## config.mk

```make
export PLATFORM = sky130hd
export DESIGN_NAME = vmem_host_port
export DESIGN_NICKNAME = d
export VERILOG_FILES = /design/src/rtl/vhp_pkg.sv /design/src/rtl/vhp_addr_loader.sv /design/src/rtl/vhp_addr_counter.sv /design/src/rtl/vhp_xfer_seq.sv /design/src/rtl/vmem_host_port.sv
export SDC_FILE = /design/constraint.sdc
export NUM_CORES = 1
export LEC_CHECK = 0
export BUFFER_PORTS_ARGS = -buffer_cell sky130_fd_sc_hd__buf_2
export CORE_ASPECT_RATIO = 0.9
export CORE_MARGIN = 4
export CORE_UTILIZATION = 54
export DETAILED_ROUTE_END_ITERATION = 10
export PLACE_DENSITY = 0.95
export SYNTH_ARGS = -nofsm -noshare
export SYNTH_HDL_FRONTEND = slang
export SYNTH_SLANG_ARGS = --single-unit
```

## constraint.sdc

```tcl
create_clock -name clk -period 3.87 [get_ports clk]
set_input_delay 0.1935 -clock clk [delete_from_list [all_inputs] [get_ports clk]]
set_output_delay 0.1935 -clock clk [all_outputs]
set_load 0.05 [all_outputs]
```

## src/rtl/vhp_pkg.sv

```systemverilog
package vhp_pkg;
   typedef enum logic {
      SETUP_READ  = 1'b0,
      SETUP_WRITE = 1'b1
   } setup_e;

   localparam int KIND_BIT = 6;
   localparam int SKIP_BIT = 7;
endpackage

```

## src/rtl/vhp_addr_loader.sv

```systemverilog
module vhp_addr_loader
   import vhp_pkg::*;
#(
   parameter int ADDR_W = 14
) (
   input  logic              clk,
   input  logic              rst_n,
   input  logic              ctl_wr,
   input  logic              data_acc,
   input  logic [7:0]        wbyte,
   output logic              load_vld,
   output logic [ADDR_W-1:0] load_addr,
   output setup_e            load_kind,
   output logic              toggle_o
);
   localparam int HI_W = ADDR_W - 8;

   logic       toggle_q;
   logic [7:0] lo_q;

   generate
      if (ADDR_W < 8 || ADDR_W > 14) begin : g_bad_width
         $error("vhp_addr_loader: ADDR_W must lie in 8..14");
      end
   endgenerate

   always_ff @(posedge clk) begin
      if (!rst_n) begin
         toggle_q <= 1'b0;
         lo_q     <= '0;
      end else if (ctl_wr) begin
         if (!toggle_q) lo_q <= wbyte;
         toggle_q <= ~toggle_q;
      end else if (data_acc) begin
         toggle_q <= 1'b0;
      end
   end

   generate
      if (HI_W > 0) begin : g_hi
         assign load_addr = {wbyte[HI_W-1:0], lo_q};
      end else begin : g_lo_only
         assign load_addr = lo_q[ADDR_W-1:0];
      end
   endgenerate

   assign load_vld  = ctl_wr && toggle_q && !wbyte[SKIP_BIT];
   assign load_kind = setup_e'(wbyte[KIND_BIT]);
   assign toggle_o  = toggle_q;


   toggle_clear_chk: assert property (@(posedge clk) disable iff (!rst_n)
      (data_acc && !ctl_wr) |=> !toggle_q);


   toggle_flip_chk: assert property (@(posedge clk) disable iff (!rst_n)
      ctl_wr |=> (toggle_q != $past(toggle_q)));
endmodule

```

## src/rtl/vhp_addr_counter.sv

```systemverilog
module vhp_addr_counter #(
   parameter int ADDR_W = 14
) (
   input  logic              clk,
   input  logic              rst_n,
   input  logic              load,
   input  logic [ADDR_W-1:0] load_val,
   input  logic              inc,
   output logic [ADDR_W-1:0] addr_o
);
   localparam logic [ADDR_W-1:0] TOP = {ADDR_W{1'b1}};

   logic [ADDR_W-1:0] addr_q;

   always_ff @(posedge clk) begin
      if (!rst_n)    addr_q <= '0;
      else if (load) addr_q <= load_val;
      else if (inc)  addr_q <= addr_q + 1'b1;
   end

   assign addr_o = addr_q;


   wrap_to_zero_chk: assert property (@(posedge clk) disable iff (!rst_n)
      (inc && !load && addr_q == TOP) |=> (addr_q == '0));


   inc_step_chk: assert property (@(posedge clk) disable iff (!rst_n)
      (inc && !load) |=> (addr_q == $past(addr_q) + 1'b1));


   load_exclusive_chk: assert property (@(posedge clk) disable iff (!rst_n)
      !(load && inc));
endmodule

```

## src/rtl/vhp_xfer_seq.sv

```systemverilog
module vhp_xfer_seq #(
   parameter int DATA_W = 8
) (
   input  logic              clk,
   input  logic              rst_n,
   input  logic              start_rd,
   input  logic              start_wr,
   input  logic [DATA_W-1:0] wr_byte,
   input  logic              gnt,
   input  logic [DATA_W-1:0] mem_rdata,
   output logic              req,
   output logic              we,
   output logic [DATA_W-1:0] wdata,
   output logic [DATA_W-1:0] rbuf,
   output logic              done
);
   logic              pend_rd_q, pend_wr_q;
   logic [DATA_W-1:0] wbuf_q, rbuf_q;

   assign req  = pend_rd_q | pend_wr_q;
   assign done = req && gnt;

   always_ff @(posedge clk) begin
      if (!rst_n) begin
         pend_rd_q <= 1'b0;
         pend_wr_q <= 1'b0;
         wbuf_q    <= '0;
         rbuf_q    <= '0;
      end else if (done) begin
         if (pend_rd_q) rbuf_q <= mem_rdata;
         pend_rd_q <= 1'b0;
         pend_wr_q <= 1'b0;
      end else if (!req) begin
         if (start_wr) begin
            pend_wr_q <= 1'b1;
            wbuf_q    <= wr_byte;
         end else if (start_rd) begin
            pend_rd_q <= 1'b1;
         end
      end
   end

   assign we    = pend_wr_q;
   assign wdata = wbuf_q;
   assign rbuf  = rbuf_q;


   single_pending_chk: assert property (@(posedge clk) disable iff (!rst_n)
      $onehot0({pend_rd_q, pend_wr_q}));


   hold_while_stalled_chk: assert property (@(posedge clk) disable iff (!rst_n)
      (req && !gnt) |=> (req && $stable(we) && $stable(wdata)));


   rbuf_only_on_fetch_chk: assert property (@(posedge clk) disable iff (!rst_n)
      !(req && gnt && !we) |=> $stable(rbuf_q));
endmodule

```

## src/rtl/vmem_host_port.sv

```systemverilog
module vmem_host_port
   import vhp_pkg::*;
#(
   parameter int ADDR_W = 14,
   parameter int DATA_W = 8
) (
   input  logic              clk,
   input  logic              rst_n,
   input  logic              host_sel,
   input  logic              host_wr,
   input  logic              host_rd,
   input  logic [DATA_W-1:0] host_wdata,
   output logic [DATA_W-1:0] host_rdata,
   output logic              busy,
   output logic              mem_req,
   output logic              mem_we,
   output logic [ADDR_W-1:0] mem_addr,
   output logic [DATA_W-1:0] mem_wdata,
   input  logic [DATA_W-1:0] mem_rdata,
   input  logic              mem_gnt
);
   generate
      if (DATA_W != 8) begin : g_bad_data
         $error("vmem_host_port: DATA_W must be 8");
      end
   endgenerate

   logic              acc_ok, ctl_wr, d_wr, d_rd, d_acc;
   logic              load_vld, toggle;
   logic [ADDR_W-1:0] load_addr, addr;
   setup_e            load_kind;
   logic              start_rd, done, req;

   assign acc_ok = !req;
   assign ctl_wr = acc_ok && host_sel && host_wr;
   assign d_wr   = acc_ok && !host_sel && host_wr;
   assign d_rd   = acc_ok && !host_sel && host_rd && !host_wr;
   assign d_acc  = d_wr || d_rd;

   vhp_addr_loader #(.ADDR_W(ADDR_W)) u_loader (
      .clk       (clk),
      .rst_n     (rst_n),
      .ctl_wr    (ctl_wr),
      .data_acc  (d_acc),
      .wbyte     (host_wdata),
      .load_vld  (load_vld),
      .load_addr (load_addr),
      .load_kind (load_kind),
      .toggle_o  (toggle)
   );

   vhp_addr_counter #(.ADDR_W(ADDR_W)) u_counter (
      .clk      (clk),
      .rst_n    (rst_n),
      .load     (load_vld),
      .load_val (load_addr),
      .inc      (done),
      .addr_o   (addr)
   );

   assign start_rd = d_rd || (load_vld && load_kind == SETUP_READ);

   vhp_xfer_seq #(.DATA_W(DATA_W)) u_seq (
      .clk       (clk),
      .rst_n     (rst_n),
      .start_rd  (start_rd),
      .start_wr  (d_wr),
      .wr_byte   (host_wdata),
      .gnt       (mem_gnt),
      .mem_rdata (mem_rdata),
      .req       (req),
      .we        (mem_we),
      .wdata     (mem_wdata),
      .rbuf      (host_rdata),
      .done      (done)
   );

   assign mem_req  = req;
   assign mem_addr = addr;
   assign busy     = req;


   prefetch_issue_chk: assert property (@(posedge clk) disable iff (!rst_n)
      d_rd |=> (mem_req && !mem_we));


   busy_strobe_ignored_chk: assert property (@(posedge clk) disable iff (!rst_n)
      (busy && host_wr && !mem_gnt) |=> ($stable(mem_wdata) && $stable(toggle)));


   addr_hold_chk: assert property (@(posedge clk) disable iff (!rst_n)
      (mem_req && !mem_gnt) |=> $stable(mem_addr));


   busy_release_chk: assert property (@(posedge clk) disable iff (!rst_n)
      (mem_req && mem_gnt) |=> !busy);
endmodule

```

# == After elaboration in Yosys (flattened, before gate mapping) ==
# Cells that the tools add are included.
# classes
add_sub_neg,1
n_mux,4
bitwise,7
n_reduce_logical,24
# ops
op,n
14-bit 2-to-1 mux,2
"14-bit by 1-bit adder with 14-bit output, second input constant",1
1-bit logical AND,10
1-bit NOT,6
2-bit AND reduction,3
3-bit AND reduction,2
1-bit logical NOT,4
2-bit nonzero test,2
1-bit logical OR,2
1-bit 2-to-1 mux,2
2-bit OR reduction,1
1-bit OR,1
# word_totals
reg_bits,41
in_bits,22
out_inout_bits,33

# == Logic depth before layout (Yosys ltp) ==
# depth
depth_word,9
mapped_depth,6

# == By module ==
# A second synthesis with hierarchy kept.
# hier_totals
hier_cells,221
hier_area_um2,2025.7
# by_module_without_submodules
module,n_inst,cells_per_inst,area_each_um2
vhp_xfer_seq,1,81,785.8
vhp_addr_counter,1,84,748.2
vhp_addr_loader,1,48,439.2
vmem_host_port,1,8,52.6

# == Least setup slack after synthesis ==
# No wires, ideal clock.
# synth_timing
kind,register to register
startpoint,"register u_counter.addr_q[0], in the netlist u_counter.addr_o[0]"
endpoint,"register u_counter.addr_q[12], in the netlist u_counter.addr_o[12]"
setup_ns,0.074
arrival_time_ns,1.871
required_ns,3.796
slack_ns,1.925
path_stages_with_launch,6
synth_period_minus_slack_ns,1.945
cell_sequence,dfxtp_1 ha_1 and2_1 nand2_1 or4_1 a31oi_1
# synth_between
elab_chain_cells,3
# synth_rtl
element,line_no,text
start: declaration,vhp_addr_counter.sv:13,logic [ADDR_W-1:0] addr_q;
start signal: assignment,vhp_addr_counter.sv:17,else if (load) addr_q <= load_val;
start signal: assignment,vhp_addr_counter.sv:18,else if (inc) addr_q <= addr_q + 1'b1;
14-bit by 1-bit adder with 14-bit output,vhp_addr_counter.sv:18,
14-bit 2-to-1 mux,vhp_addr_counter.sv:18,
14-bit 2-to-1 mux,vhp_addr_counter.sv:17,
# Every way passes these cells. The select of a mux whose other input is x is not followed.
# A chain may end at the register's enable or synchronous reset.

# == Worst setup path in the final report ==
# layout_timing
startpoint,register u_seq.pend_rd_q
endpoint,"register u_counter.addr_q[0], in the netlist u_counter.addr_o[0]"
# layout_between
elab_chain_cells,7
word_cells_on_any_way,9
# layout_rtl
element,line_no,text
start: declaration,vhp_xfer_seq.sv:17,"logic pend_rd_q, pend_wr_q;"
start signal: assignment,vhp_xfer_seq.sv:25,pend_rd_q <= 1'b0;
start signal: assignment,vhp_xfer_seq.sv:31,pend_rd_q <= 1'b0;
start signal: assignment,vhp_xfer_seq.sv:38,pend_rd_q <= 1'b1;
1-bit OR (*),vhp_xfer_seq.sv:20,assign req = pend_rd_q | pend_wr_q;
1-bit logical NOT,--,
1-bit logical AND (2 in a row),vmem_host_port.sv:35,assign ctl_wr = acc_ok && host_sel && host_wr;
1-bit logical AND (2 in a row),vhp_addr_loader.sv:47,assign load_vld = ctl_wr && toggle_q && !wbyte[SKIP_BIT];
14-bit 2-to-1 mux / 2-bit nonzero test (equally long branches),--,
# Mark *: on every way between the ends. The rest lies on a longest branch, timed or not.

==> results.yml <==
global_routing:
  first_global_vias: 1513
  antenna_found_initial: 0
  grt_max_degree: 40
  overflow: 0
  track_usage: 0.222
  grt_pass1_wl_um: 7280
worst_setup_path:
  start_kind: "flip-flop"
  endpoint_kind: "flip-flop"
  worstSetupStartpoint: "u_seq.pend_rd_q$_SDFFE_PP0P_"
  critPathArrivalTime_ns: 2.14
  critPathRequiredTime_ns: 4.01
  path_max_fanout: 16
  path_class: "flip-flop to flip-flop"
  rr_startpoint: "u_seq.pend_rd_q$_SDFFE_PP0P_"
power_and_ir_drop:
  p_clk_frac: 0.324
  p_comb_frac: 0.150
  p_int_mw: 0.614
  p_sw_frac: 0.282
  power_switching_mw: 0.241
  peakVddDrop_mv: 0.324
  power_density_nw_per_um2: 397
  leakage_nw: 0.942
  seq_power_share: 0.526
clock_network:
  cts_buffer_depth: 2
  cts_resized: 0
  post_cts_buffers: 0
  cts_tree: "yes"
  cts_sinks: 41
  clk_pin_slew_worst_paths_ns: 0.07
  cts_hold_buf: 0
  htreeDepth: 2
  cts_buffers: 5
  cts_root_buf: "clkbuf_8"
  insertion_delay_ns: 0.29
floorplan:
  row_count: 19
  die-area_um2: 4330
  top_level_ports: 55
  die_w_um: 68.9
  coreArea_um2: 3140
  die_y_um: 62.8
  initial_core_util: 0.574
finish:
  nNetsFinal: 291
  drive_gt1_frac: 0.228
  syn2layout_area_growth_pct: 19.5
  n_antenna_cell: 0
  nFillCells: 265
  stdcell_area_um2: 2150
logic_synthesis:
  seq_area_frac_synth: 0.456
  synth_top_area_share: 0.456
  synth_cells: 219
  synth-seq-cells: 41
  synthTopCellsByArea: "dfxtp_1, a21oi_1, nand2_1"
  syn_area_um2: 1800
  syn_nets: 242
  yosysTopAreaCell: "dfxtp_1"
  yosys_warnings: 0
  postSynthAreaPerCell_um2: 8.23
  synth_cell_types: 39
route:
  drtPass1Iterations: 4
  routed_wl_um: 4580
  drc: 0
  vias: 1804
  wire_per_inst_um: 14.8
  drt_iter0_markers: 170
  vias_per_cell: 5.82
  drtAntennaViolNets: 0
timing:
  worst_pin_slew_ns: 1.15
  skew_ns: 0.00718
  max_freq_ghz: 0.498
  hold_viol: 0
  rsz0062_at_grt: "false"
  drv_slew: 0
  period_needed_ns: 2.01
  setup_viol: 0
  finalSetupTns_ns: 0
  slew_headroom: 0.233
  fin_crit_sh: 0.519
placed_design:
  portBuffers: 54
  gp_congestion: 0.878
  dp_hpwl_um: 3380
  postPlaceCellArea_um2: 2070
worst_hold_path:
  hp-start: "mem_rdata[1]"
  hold_path.class: "primary input to flip-flop"
status:
  run_status: "completed"
job:
  drv_cap: 0
## placed cells by master (no fill, tap or decap), drive strengths merged
master	netlist	layout
buf	3	54
dfxtp	41	41
nand2	33	33
a21oi	30	30
nor2	18	18
nand3	15	15
mux2i	9	9
o21ai	8	8
clkbuf	9	7
a31oi	6	6
nand4	5	5
and3	4	4
nor3	4	4
and2	3	3
nor4	3	3
inv	2	2
xnor2	2	2
o21a	2	2
o22ai	2	2
a2bb2oi	2	2
a22oi	2	2
or3b	2	2
and4b	1	1
and4	1	1
or4	1	1
o31ai	1	1
a32oi	1	1
o311ai	1	1
nor3b	1	1
nor4b	1	1
o311a	1	1
nand4b	1	1
o221ai	1	1
or2	1	1
a221oi	1	1
ha	1	1
## cell families after synthesis
group           count (synthesis)  share of synthesized area
mux                             9                     0.0500
simple gates                   94                      0.253
xor+xnor                        2                    0.00972
flops                          41                      0.456
buf+inv                        14                     0.0361
compound gates                 58                      0.189
fa+ha+maj                       1                    0.00694
## registers in the layout, indices dropped and copies added (netlist names)
name / count
u_seq.wdata: 8
u_seq.we: 1
u_loader.toggle_o: 1
u_loader.lo_q: 8
u_seq.rbuf: 8
u_seq.pend_rd_q: 1
u_counter.addr_o: 14
## per-stage QoR
step | std cells | util | total power [mW] | setup slack (ns) | hold slack, ns
2_1_floorplan | 219 | - | 0.552 | 1.92 | 0.330
3_3_place_gp | 303 | 0.659 | 0.584 | 2.01 | 0.441
3_5_place_dp | 303 | 0.659 | 0.587 | 1.93 | 0.445
4_1_cts | 310 | 0.686 | 0.858 | 1.91 | 0.145
5_1_grt | 310 | 0.686 | 0.891 | 1.75 | 0.146
6_report | 310 | 0.686 | 0.856 | 1.86 | 0.148
## metal layers
metal | up-vias | wire length (um) | GRT usage
met2 | 66 | 2170 | 0.325
met4 | 0 | 75 | 0.0657
met5 | - | 0 | 0
li1 | 894 | - | -
met3 | 10 | 357 | 0.0737
met1 | 834 | 1980 | 0.308
## critical path: stages (launching register included)
cell and delay [ns]:
dfxtp_1 0.45, o21ai_1 0.90, nor2_1 0.11, a221oi_1 0.30
nor2_1 0.08
## cell type report
class / instances / area (um^2) / area share
clock buffer: 7 / 86.3 / 0.0401
multi-input combinational: 164 / 916 / 0.425
tap: 42 / 52.6 / 0.0244
timing repair buffer: 54 / 270 / 0.126
inverter: 2 / 7.51 / 0.00349
sequential: 41 / 821 / 0.381
## cells in the mapped netlist
master / n
and4_1: 1
nand4_1: 5
buf_2: 1
clkbuf_1: 9
a2bb2oi_1: 2
o311ai_0: 1
a221oi_1: 1
a22oi_1: 2
o21ai_0: 7
ha_1: 1
o21ai_1: 1
o221ai_1: 1
or4_1: 1
nor2_1: 18
nor3b_1: 1
o22ai_1: 2
inv_1: 2
xnor2_1: 2
o311a_1: 1
buf_6: 1
dfxtp_1: 41
nand4b_1: 1
a21oi_1: 30
or3b_1: 2
and2_1: 3
a31oi_1: 6
o21a_1: 2
and3_1: 4
nor3_1: 4
mux2i_1: 9
nor4_1: 3
nand2_1: 33
and4b_1: 1
a32oi_1: 1
buf_4: 1
o31ai_1: 1
nor4b_1: 1
nand3_1: 15
or2_2: 1
## final timing paths
kind | to | slack [ns] | cells past startpoint
min reg2reg | u_seq.wdata[0]$_SDFFE_PN0P_ | 0.46 | 2
min | u_seq.rbuf[1]$_SDFFE_PN0P_ | 0.15 | 3
max reg2reg | u_counter.addr_o[0]$_SDFFE_PN0P_ | 1.86 | 4
max | u_counter.addr_o[0]$_SDFFE_PN0P_ | 1.86 | 4
## power by group through the flow
stage	logic (mW)	clock network [mW]	registers, mW
floorplan	0.0657	0	0.486
global placement	0.125	0	0.459
detailed placement	0.128	0	0.460
CTS	0.128	0.280	0.450
global route	0.139	0.300	0.452
finish	0.128	0.277	0.450
No activity file was read; power rests on OpenSTA's default activity.
